`src/rtl/seg_agu_pkg.sv`:
```
package seg_agu_pkg;
  typedef enum logic [1:0] {
    SZ_B1  = 2'd0,
    SZ_B2  = 2'd1,
    SZ_B4  = 2'd2,
    SZ_B4X = 2'd3
  } acc_size_e;

  // bytes - 1 for the access width
  function automatic logic [1:0] size_span(input logic [1:0] code);
    case (acc_size_e'(code))
      SZ_B1:   size_span = 2'd0;
      SZ_B2:   size_span = 2'd1;
      default: size_span = 2'd3;
    endcase
  endfunction
endpackage

```
`src/rtl/seg_agu_lin.sv`:
```
module seg_agu_lin #(
  parameter int AW = 32,
  parameter int TW = 4
) (
  input  logic          clk_i,
  input  logic          rst_ni,
  input  logic          fire_i,
  input  logic [AW-1:0] base_i,
  input  logic [AW-1:0] sidx_i,
  input  logic [AW-1:0] disp_i,
  input  logic [AW-1:0] seg_base_i,
  input  logic [TW-1:0] tag_i,
  output logic          valid_o,
  output logic [AW-1:0] addr_o,
  output logic [TW-1:0] tag_o
);
  logic [AW-1:0] sum4;

  // unified four-operand adder, modulo 2^AW
  assign sum4 = base_i + sidx_i + disp_i + seg_base_i;

  always_ff @(posedge clk_i or negedge rst_ni) begin
    if (!rst_ni) begin
      valid_o <= 1'b0;
      addr_o  <= '0;
      tag_o   <= '0;
    end else begin
      valid_o <= fire_i;
      if (fire_i) begin
        addr_o <= sum4;
        tag_o  <= tag_i;
      end
    end
  end
endmodule

```
`src/rtl/seg_agu_lim.sv`:
```
module seg_agu_lim #(
  parameter int AW = 32,
  parameter int TW = 4
) (
  input  logic          clk_i,
  input  logic          rst_ni,
  input  logic          fire_i,
  input  logic [AW-1:0] base_i,
  input  logic [AW-1:0] sidx_i,
  input  logic [AW-1:0] disp_i,
  input  logic [AW-1:0] limit_i,
  input  logic [1:0]    size_i,
  input  logic [TW-1:0] tag_i,
  output logic          valid_o,
  output logic          flt_o,
  output logic [TW-1:0] tag_o
);
  import seg_agu_pkg::*;

  logic [AW-1:0] ea_d;
  logic          s1_v;
  logic [AW-1:0] s1_ea, s1_lim;
  logic [1:0]    s1_span;
  logic [TW-1:0] s1_tag;
  logic [AW:0]   last_b;
  logic          viol;

  // separate three-operand adder, no segment base
  assign ea_d = base_i + sidx_i + disp_i;

  always_ff @(posedge clk_i or negedge rst_ni) begin
    if (!rst_ni) begin
      s1_v    <= 1'b0;
      s1_ea   <= '0;
      s1_lim  <= '0;
      s1_span <= '0;
      s1_tag  <= '0;
    end else begin
      s1_v <= fire_i;
      if (fire_i) begin
        s1_ea   <= ea_d;
        s1_lim  <= limit_i;
        s1_span <= size_span(size_i);
        s1_tag  <= tag_i;
      end
    end
  end

  // carry-out of the last-byte sum is itself a violation
  assign last_b = {1'b0, s1_ea} + {{(AW-1){1'b0}}, s1_span};
  assign viol   = last_b[AW] | (last_b[AW-1:0] > s1_lim);

  always_ff @(posedge clk_i or negedge rst_ni) begin
    if (!rst_ni) begin
      valid_o <= 1'b0;
      flt_o   <= 1'b0;
      tag_o   <= '0;
    end else begin
      valid_o <= s1_v;
      if (s1_v) begin
        flt_o <= viol;
        tag_o <= s1_tag;
      end
    end
  end
endmodule

```
`src/rtl/seg_agu.sv`:
```
module seg_agu #(
  parameter int AW = 32,
  parameter int TW = 4
) (
  input  logic          clk_i,
  input  logic          rst_ni,
  input  logic          valid_i,
  output logic          ready_o,
  input  logic [AW-1:0] base_i,
  input  logic [AW-1:0] index_i,
  input  logic [1:0]    scale_i,
  input  logic [AW-1:0] disp_i,
  input  logic [AW-1:0] seg_base_i,
  input  logic [AW-1:0] seg_limit_i,
  input  logic [1:0]    size_i,
  input  logic [TW-1:0] tag_i,
  output logic          lin_valid_o,
  output logic [AW-1:0] lin_addr_o,
  output logic [TW-1:0] lin_tag_o,
  output logic          flt_valid_o,
  output logic          flt_o,
  output logic [TW-1:0] flt_tag_o
);
  logic          rdy_q;
  logic          fire;
  logic [AW-1:0] sidx;

  always_ff @(posedge clk_i or negedge rst_ni) begin
    if (!rst_ni) rdy_q <= 1'b0;
    else         rdy_q <= 1'b1;
  end

  assign ready_o = rdy_q;
  assign fire    = valid_i & rdy_q;
  assign sidx    = index_i << scale_i;

  seg_agu_lin #(.AW(AW), .TW(TW)) u_lin (
    .clk_i      (clk_i),
    .rst_ni     (rst_ni),
    .fire_i     (fire),
    .base_i     (base_i),
    .sidx_i     (sidx),
    .disp_i     (disp_i),
    .seg_base_i (seg_base_i),
    .tag_i      (tag_i),
    .valid_o    (lin_valid_o),
    .addr_o     (lin_addr_o),
    .tag_o      (lin_tag_o)
  );

  seg_agu_lim #(.AW(AW), .TW(TW)) u_lim (
    .clk_i   (clk_i),
    .rst_ni  (rst_ni),
    .fire_i  (fire),
    .base_i  (base_i),
    .sidx_i  (sidx),
    .disp_i  (disp_i),
    .limit_i (seg_limit_i),
    .size_i  (size_i),
    .tag_i   (tag_i),
    .valid_o (flt_valid_o),
    .flt_o   (flt_o),
    .tag_o   (flt_tag_o)
  );
endmodule

```
`config.mk`:
```
export PLATFORM = sky130hd
export DESIGN_NAME = seg_agu
export DESIGN_NICKNAME = d
export VERILOG_FILES = /design/src/rtl/seg_agu_pkg.sv /design/src/rtl/seg_agu_lin.sv /design/src/rtl/seg_agu_lim.sv /design/src/rtl/seg_agu.sv
export SDC_FILE = /design/constraint.sdc
export NUM_CORES = 1
export LEC_CHECK = 0
export BUFFER_PORTS_ARGS = -buffer_cell sky130_fd_sc_hd__buf_2
export CORE_ASPECT_RATIO = 0.6
export CORE_UTILIZATION = 61
export DETAILED_ROUTE_END_ITERATION = 10
export HOLD_SLACK_MARGIN = 0.15
export PLACE_DENSITY = 0.88
export SLEW_MARGIN = 5
export SYNTH_ARGS = -nofsm -noshare
export SYNTH_HDL_FRONTEND = slang
export SYNTH_SLANG_ARGS = --single-unit
export TNS_END_PERCENT = 30
```
`constraint.sdc`:
```
create_clock -name clk_i -period 6.5 [get_ports clk_i]
set_input_delay 0.325 -clock clk_i [delete_from_list [all_inputs] [get_ports clk_i]]
set_output_delay 0.325 -clock clk_i [all_outputs]
set_load 0.05 [all_outputs]
```
==> metrics, run 1 <==
Starting Density=63.1%; CP arrival=6.12 ns; Leak=0.00565 uW; Final Setup Violations=0; area delta synth->final=16.1%; endpoint class of the critical path=register; EDFF count, synth=0; Initial DRC Count=797; CTS root buffer=clkbuf_16; Synth Register Bits=110; crit-path max cell delay=0.54 ns; Syn Std Cell Area=9810 sq um; final setup margin=0.585 ns; placement row count=35; internal reg-to-reg setup slack=2.32 ns; initial antenna violation count=1; Yosys top cell by area=dfrtp_1; worst-path maximum fanout=14; Layout Nets=1583; routed via count=8885; kind of start point of the critical path=primary input; Post-Syn Nets=1385; Setup Skew=0.0117 ns; worst-margin pin slew=0.953 ns; CTS tree=done; Post-synth ARST share=100%; min-delay worst type=in2reg; hold path cells=3; CP startpoint=scale_i[0]; top cell type's share of synthesized area=28.1%; Distinct cells, synth=69; vias in the first global route=8570; hold slack=0.159 ns; fin util=73.3%; Final Total Pwr=4670 uW; Antenna Cells=0; share of cells above drive strength 1=22.5%; gpl congestion=0.929; CP bufs+invs=2; hold path start=tag_i[1]; Synth Instances=1083; period utilization=91.0%; pwr dens=410 nW/um^2; Clock Tree Buf Depth=2; die height=100 um; count leader, synth=nand2_1; Syn Area/Cell=9.06 sq um; maximum operating frequency=169 MHz; relative slew slack=36.3%; Yosys warning total=0; worst path cell trace=buf_2 -> buf_4 -> mux4_2 -> fa_1 -> ha_1 -> a21oi_1 -> o22ai_1 -> a221oi_1 -> nand2_1 -> a21o_1 -> a21oi_1 -> xnor2_1 -> ha_1 -> nand3_1 -> a21oi_1 -> a211o_1 -> a31o_1 -> a211oi_1 -> o21ai_1 -> xnor2_1 -> xnor2_1 -> o21ai_1; grt ovf=0; TritonCTS buffer count=9; wire length per cell=17.0 um; post-route ant nets=0; die area=16600 sq um; clock slew at reported path FFs=0.07 ns; worst hold path endpoint=u_lim.s1_tag[1]; Crit path required time=6.70 ns; setup TNS=0 ns; Final Critical Period=5.92 ns; Hold Fails Final Rpt=0; Most used DFF post-synth=dfrtp_1; Post-DP HPWL=19900 um; RR Startpoint=u_lim.s1_ea[1]; maximum vdd drop=0.357 mV; R2R Path End=u_lim.flt_o; Max Cap Violations=0; number of remaining DRC errors=14; Sink Count=110; Routed WL=25300 um; number of vias per cell=5.97; fillcell total=1172; worst-path cell with the longest stage delay=mux4_2; critical path type=in2reg; core area=15500 sq um; Top delay family on crit path=compound AO/OA/AOI/OAI gates; GRT Total Usage=31.6%; worst-skew pair later-pin latency=0.36 ns; post-CTS resize count=0; die width=166 um; H-tree depth=3; register area share after synthesis=28.1%; router iterations before antenna repair=8; status=finished with violations; dpl ws=0.275 ns; top cells by count, synth=nand2_1, dfrtp_1, ha_1, o21ai_0, a21oi_1; largest net degree at the start of global routing=94; IO Count=215; failing checks=design-rule violations; Slew Limit Fails=0; RSZ-0062 raised after global routing=false; reg2reg path depth=20; global-route wire length before repair=42000 um; Synth area leaders=dfrtp_1, ha_1, nand2_1; Buffers on Ports=214
[worst max-delay path by stage]
stage,cells past startpoint,slack (ns),to
finish,22,0.58,u_lin.addr_o[31]
global route,22,0.19,u_lin.addr_o[31]
CTS,22,0.65,u_lin.addr_o[31]
detailed placement,22,0.27,u_lin.addr_o[31]
global placement,22,0.47,u_lin.addr_o[31]
floorplan,23,0.65,u_lin.addr_o[31]
[state kept, by name, summed over array words and instances (netlist names)]
name	count
u_lim.tag_o	4
ready_o	1
u_lim.s1_tag	4
u_lim.s1_span	2
u_lim.flt_o	1
u_lim.valid_o	1
u_lin.addr_o	32
u_lim.s1_ea	32
u_lim.s1_lim	32
u_lim.s1_v	1
[worst reg2reg max path: stages (launching register included)]
cell	delay, ns
dfrtp_1	0.43
ha_1	0.29
a21o_1	0.15
and3_1	0.27
and3_1	0.23
and2_1	0.24
nand3_1	0.17
or3_1	0.41
inv_1	0.10
nand2_1	0.06
xnor2_1	0.14
ha_1	0.30
a21o_1	0.16
a21o_1	0.16
a21o_1	0.17
a21o_1	0.18
a21oi_1	0.13
o21ai_0	0.09
a21oi_1	0.13
a31oi_1	0.06
o22a_1	0.20
[cell families after synthesis]
logic type,count (synthesis),synth area share (%)
mux,43,8.05
xor+xnor,85,7.59
simple gates,352,16.1
buf+inv,88,3.38
compound gates,273,17.5
fa+ha+maj,131,19.3
flops,110,28.1
other cells,1,0.0382
[final cells by class]
type	instances	area, sq um	area share, %
clock buffer	10	229	2.01
timing repair buffer	223	1150	10.1
inverter	52	195	1.71
sequential	110	2750	24.2
multi-input combinational	885	6730	59.1
tap	203	254	2.23
clock inverter	6	80.1	0.703
[metrics by stage]
stage	std cells	cell area, sq um
finish	1489	11400
CTS	1489	11400
floorplan	1083	9810
global placement	1470	11100
detailed placement	1470	11100
global route	1489	11400
[power by group]
part	internal (uW)	switching, uW
combinational	1150	1860
sequential	904	185
clock	306	273
total	2360	2310
[layer usage]
layer / vias up / share of wire (%) / track usage [%] / wire (um)
met2: 344 / 44 / 50.3 / 11200
met1: 4240 / 47 / 45.3 / 11800
met5: - / 0.051 / 0 / 13
met4: 2 / 1.9 / 7.84 / 481
li1: 4258 / - / - / -
met3: 41 / 7.1 / 5.48 / 1790
[cells in the final DEF, fill, tap and decap left out, types with 32 or more instances in the layout]
cell type	Yosys	routed
xor2_1	32	32
a21oi_1	55	55
nor2_1	41	41
a21o_1	46	46
ha_1	97	97
buf_2	1	213
dfrtp_1	110	110
o21ai_0	81	81
inv_1	51	51
fa_1	34	34
xnor2_1	53	53
nand2_1	201	200
[what timing repair did]
action                                 CTS  global route
endpoints found under the hold margin   55             0
hold buffers                             3             0
setup buffers                            0             0
Note: power is estimated with default switching activity, not from simulation.
==> run 2: changes to the inputs <==
--- a/config.mk
+++ b/config.mk
@@ -7,10 +7,10 @@
 export LEC_CHECK = 0
 export BUFFER_PORTS_ARGS = -buffer_cell sky130_fd_sc_hd__buf_2
 export CORE_ASPECT_RATIO = 0.6
-export CORE_UTILIZATION = 61
+export CORE_UTILIZATION = 56
 export DETAILED_ROUTE_END_ITERATION = 10
-export HOLD_SLACK_MARGIN = 0.15
-export PLACE_DENSITY = 0.88
+export HOLD_SLACK_MARGIN = 0.06
+export PLACE_DENSITY = 0.82
 export SLEW_MARGIN = 5
 export SYNTH_ARGS = -nofsm -noshare
 export SYNTH_HDL_FRONTEND = slang
==> constraint.sdc (replaced) <==
create_clock -name clk_i -period 6.71 [get_ports clk_i]
set_input_delay 0.3355 -clock clk_i [delete_from_list [all_inputs] [get_ports clk_i]]
set_output_delay 0.3355 -clock clk_i [all_outputs]
set_load 0.05 [all_outputs]
==> metrics, run 2 (synthesis results as in run 1) <==
Buffers on Ports=214; gpl congestion=0.968; worst-path cell with the longest stage delay=mux4_2; fillcell total=1453; global-route wire length before repair=41600 um; min-delay worst type=in2reg; fin util=66.5%; area delta synth->final=16.1%; CP arrival=5.86 ns; reg2reg path depth=20; Slew Limit Fails=0; core area=17100 sq um; Max Cap Violations=0; IO Count=215; status=finished with violations; Clock Tree Buf Depth=2; Crit path required time=6.92 ns; die area=18100 sq um; router iterations before antenna repair=8; hold path cells=3; die height=105 um; worst path cell trace=buf_2 -> buf_4 -> mux4_2 -> fa_1 -> ha_1 -> a21oi_1 -> o22ai_1 -> a221oi_1 -> nand2_1 -> a21o_1 -> a21oi_1 -> xnor2_1 -> ha_1 -> nand3_1 -> a21oi_1 -> a211o_1 -> a31o_1 -> a211oi_1 -> o21ai_1 -> xnor2_1 -> xnor2_1 -> o21ai_1; RR Startpoint=u_lim.s1_span[1]; worst-margin pin slew=0.931 ns; clock slew at reported path FFs=0.08 ns; Setup Skew=0.00744 ns; Final Setup Violations=0; critical path type=in2reg; hold path start=seg_limit_i[0]; GRT Total Usage=28.8%; Initial DRC Count=629; CP startpoint=scale_i[0]; maximum vdd drop=0.170 mV; most common cell after layout, fill and taps aside=buf_2; Sink Count=110; Final Total Pwr=4530 uW; sw frac=50.3%; crit-path max cell delay=0.54 ns; initial antenna violation count=2; largest net degree at the start of global routing=97; number of vias per cell=5.78; Final Critical Period=5.66 ns; sequential power share=23.4%; Net Sw Power=2280 uW; Starting Density=57.3%; die width=173 um; worst-path maximum fanout=15; Clock power frac=11.6%; pwr dens=397 nW/um^2; number of remaining DRC errors=1; placement row count=37; period utilization=84.3%; share of cells above drive strength 1=22.5%; maximum operating frequency=177 MHz; relative slew slack=37.9%; Hold Fails Final Rpt=0; TritonCTS buffer count=9; Routed WL=26000 um; post-route ant nets=0; endpoint class of the critical path=register; CTS root buffer=clkbuf_16; Post-DP HPWL=21200 um; Top Registers=u_lim.s1_ea: 32 flops, u_lim.s1_lim: 32 flops, u_lin.addr_o: 32 flops; most frequent cells in the layout=buf_2, nand2_1, dfrtp_1; Internal=2250 uW; failing checks=design-rule violations; vias in the first global route=8265; setup TNS=0 ns; worst-skew pair later-pin latency=0.35 ns; grt ovf=0; Layout Nets=1581; CTS tree=done; kind of start point of the critical path=primary input; RSZ-0062 raised after global routing=false; Leak=0.00563 uW; Post-CTS Setup Bufs=0; routed via count=8793; Logic pwr share=64.9%; H-tree depth=3; wire length per cell=17.1 um
run 2: changes by cell type in the layout (fill, tap and decap cells not counted):
cell	delta
dlygate4sd3_1	-2
clkinvlp_4	-1
bufinv_16	-1
inv_8	+1
clkinv_4	+1
diode_2	+2
run 2: final timing paths:
check	slack (ns)	to
setup / recovery	1.05	u_lin.addr_o[31]
hold reg to reg	0.48	u_lin.addr_o[3]
hold / removal	0.17	u_lim.s1_lim[0]
setup reg to reg	2.58	u_lim.flt_o
min in group asynchronous	0.57	u_lim.s1_tag[3]
max in group asynchronous	5.00	u_lin.addr_o[24]
run 2: repair_timing:
action / in CTS / in global routing
hold buffers: 1 / 0
resized for setup: 0 / 0
endpoints found under the hold margin: 4 / 0
run 2: metrics by stage:
stage / std cells / hold WS [ns] / setup slack (ns) / cell area (sq um)
after floorplan: 1083 / 0.0399 / 0.845 / 9810
after CTS: 1518 / 0.165 / 1.15 / 11400
after detailed placement: 1501 / 0.438 / 0.793 / 11100
final: 1520 / 0.172 / 1.05 / 11400
after global placement: 1501 / 0.438 / 0.883 / 11100
after global routing: 1520 / 0.186 / 0.665 / 11400
run 2: power by group through the flow:
stage / sequential, uW / clock [uW] / combinational, uW
6_report: 1060 / 527 / 2940
3_3_place_gp: 1060 / 0 / 2820
5_1_grt: 1090 / 557 / 3210
4_1_cts: 1060 / 533 / 2900
2_1_floorplan: 1370 / 0 / 1820
3_5_place_dp: 1070 / 0 / 2880
run 2: worst max-delay path, delay by kind of cell:
kind / cells / cell delay [ns]
compound gates: 11 / 2.30
xor+xnor: 3 / 0.51
fa+ha+maj: 3 / 1.23
buf+inv: 2 / 0.59
mux: 1 / 0.54
simple gates: 2 / 0.34
run 2: cell type report:
class                      instances  area [sq um]  area share, %
clock inverter                     6          62.6          0.549
sequential                       110          2750           24.2
timing repair buffer             221          1130           9.90
antenna                            2          5.00         0.0439
clock buffer                      10           229           2.01
inverter                          52           195           1.71
multi-input combinational        885          6730           59.1
tap                              234           293           2.57
run 2: metal layers:
| metal | share of wire (%) | track usage, % |
|---|---|---|
| met1 | 50 | 44.9 |
| met2 | 41 | 42.5 |
| met3 | 7.5 | 4.22 |
| met4 | 1.2 | 5.69 |
| met5 | 0 | 0 |
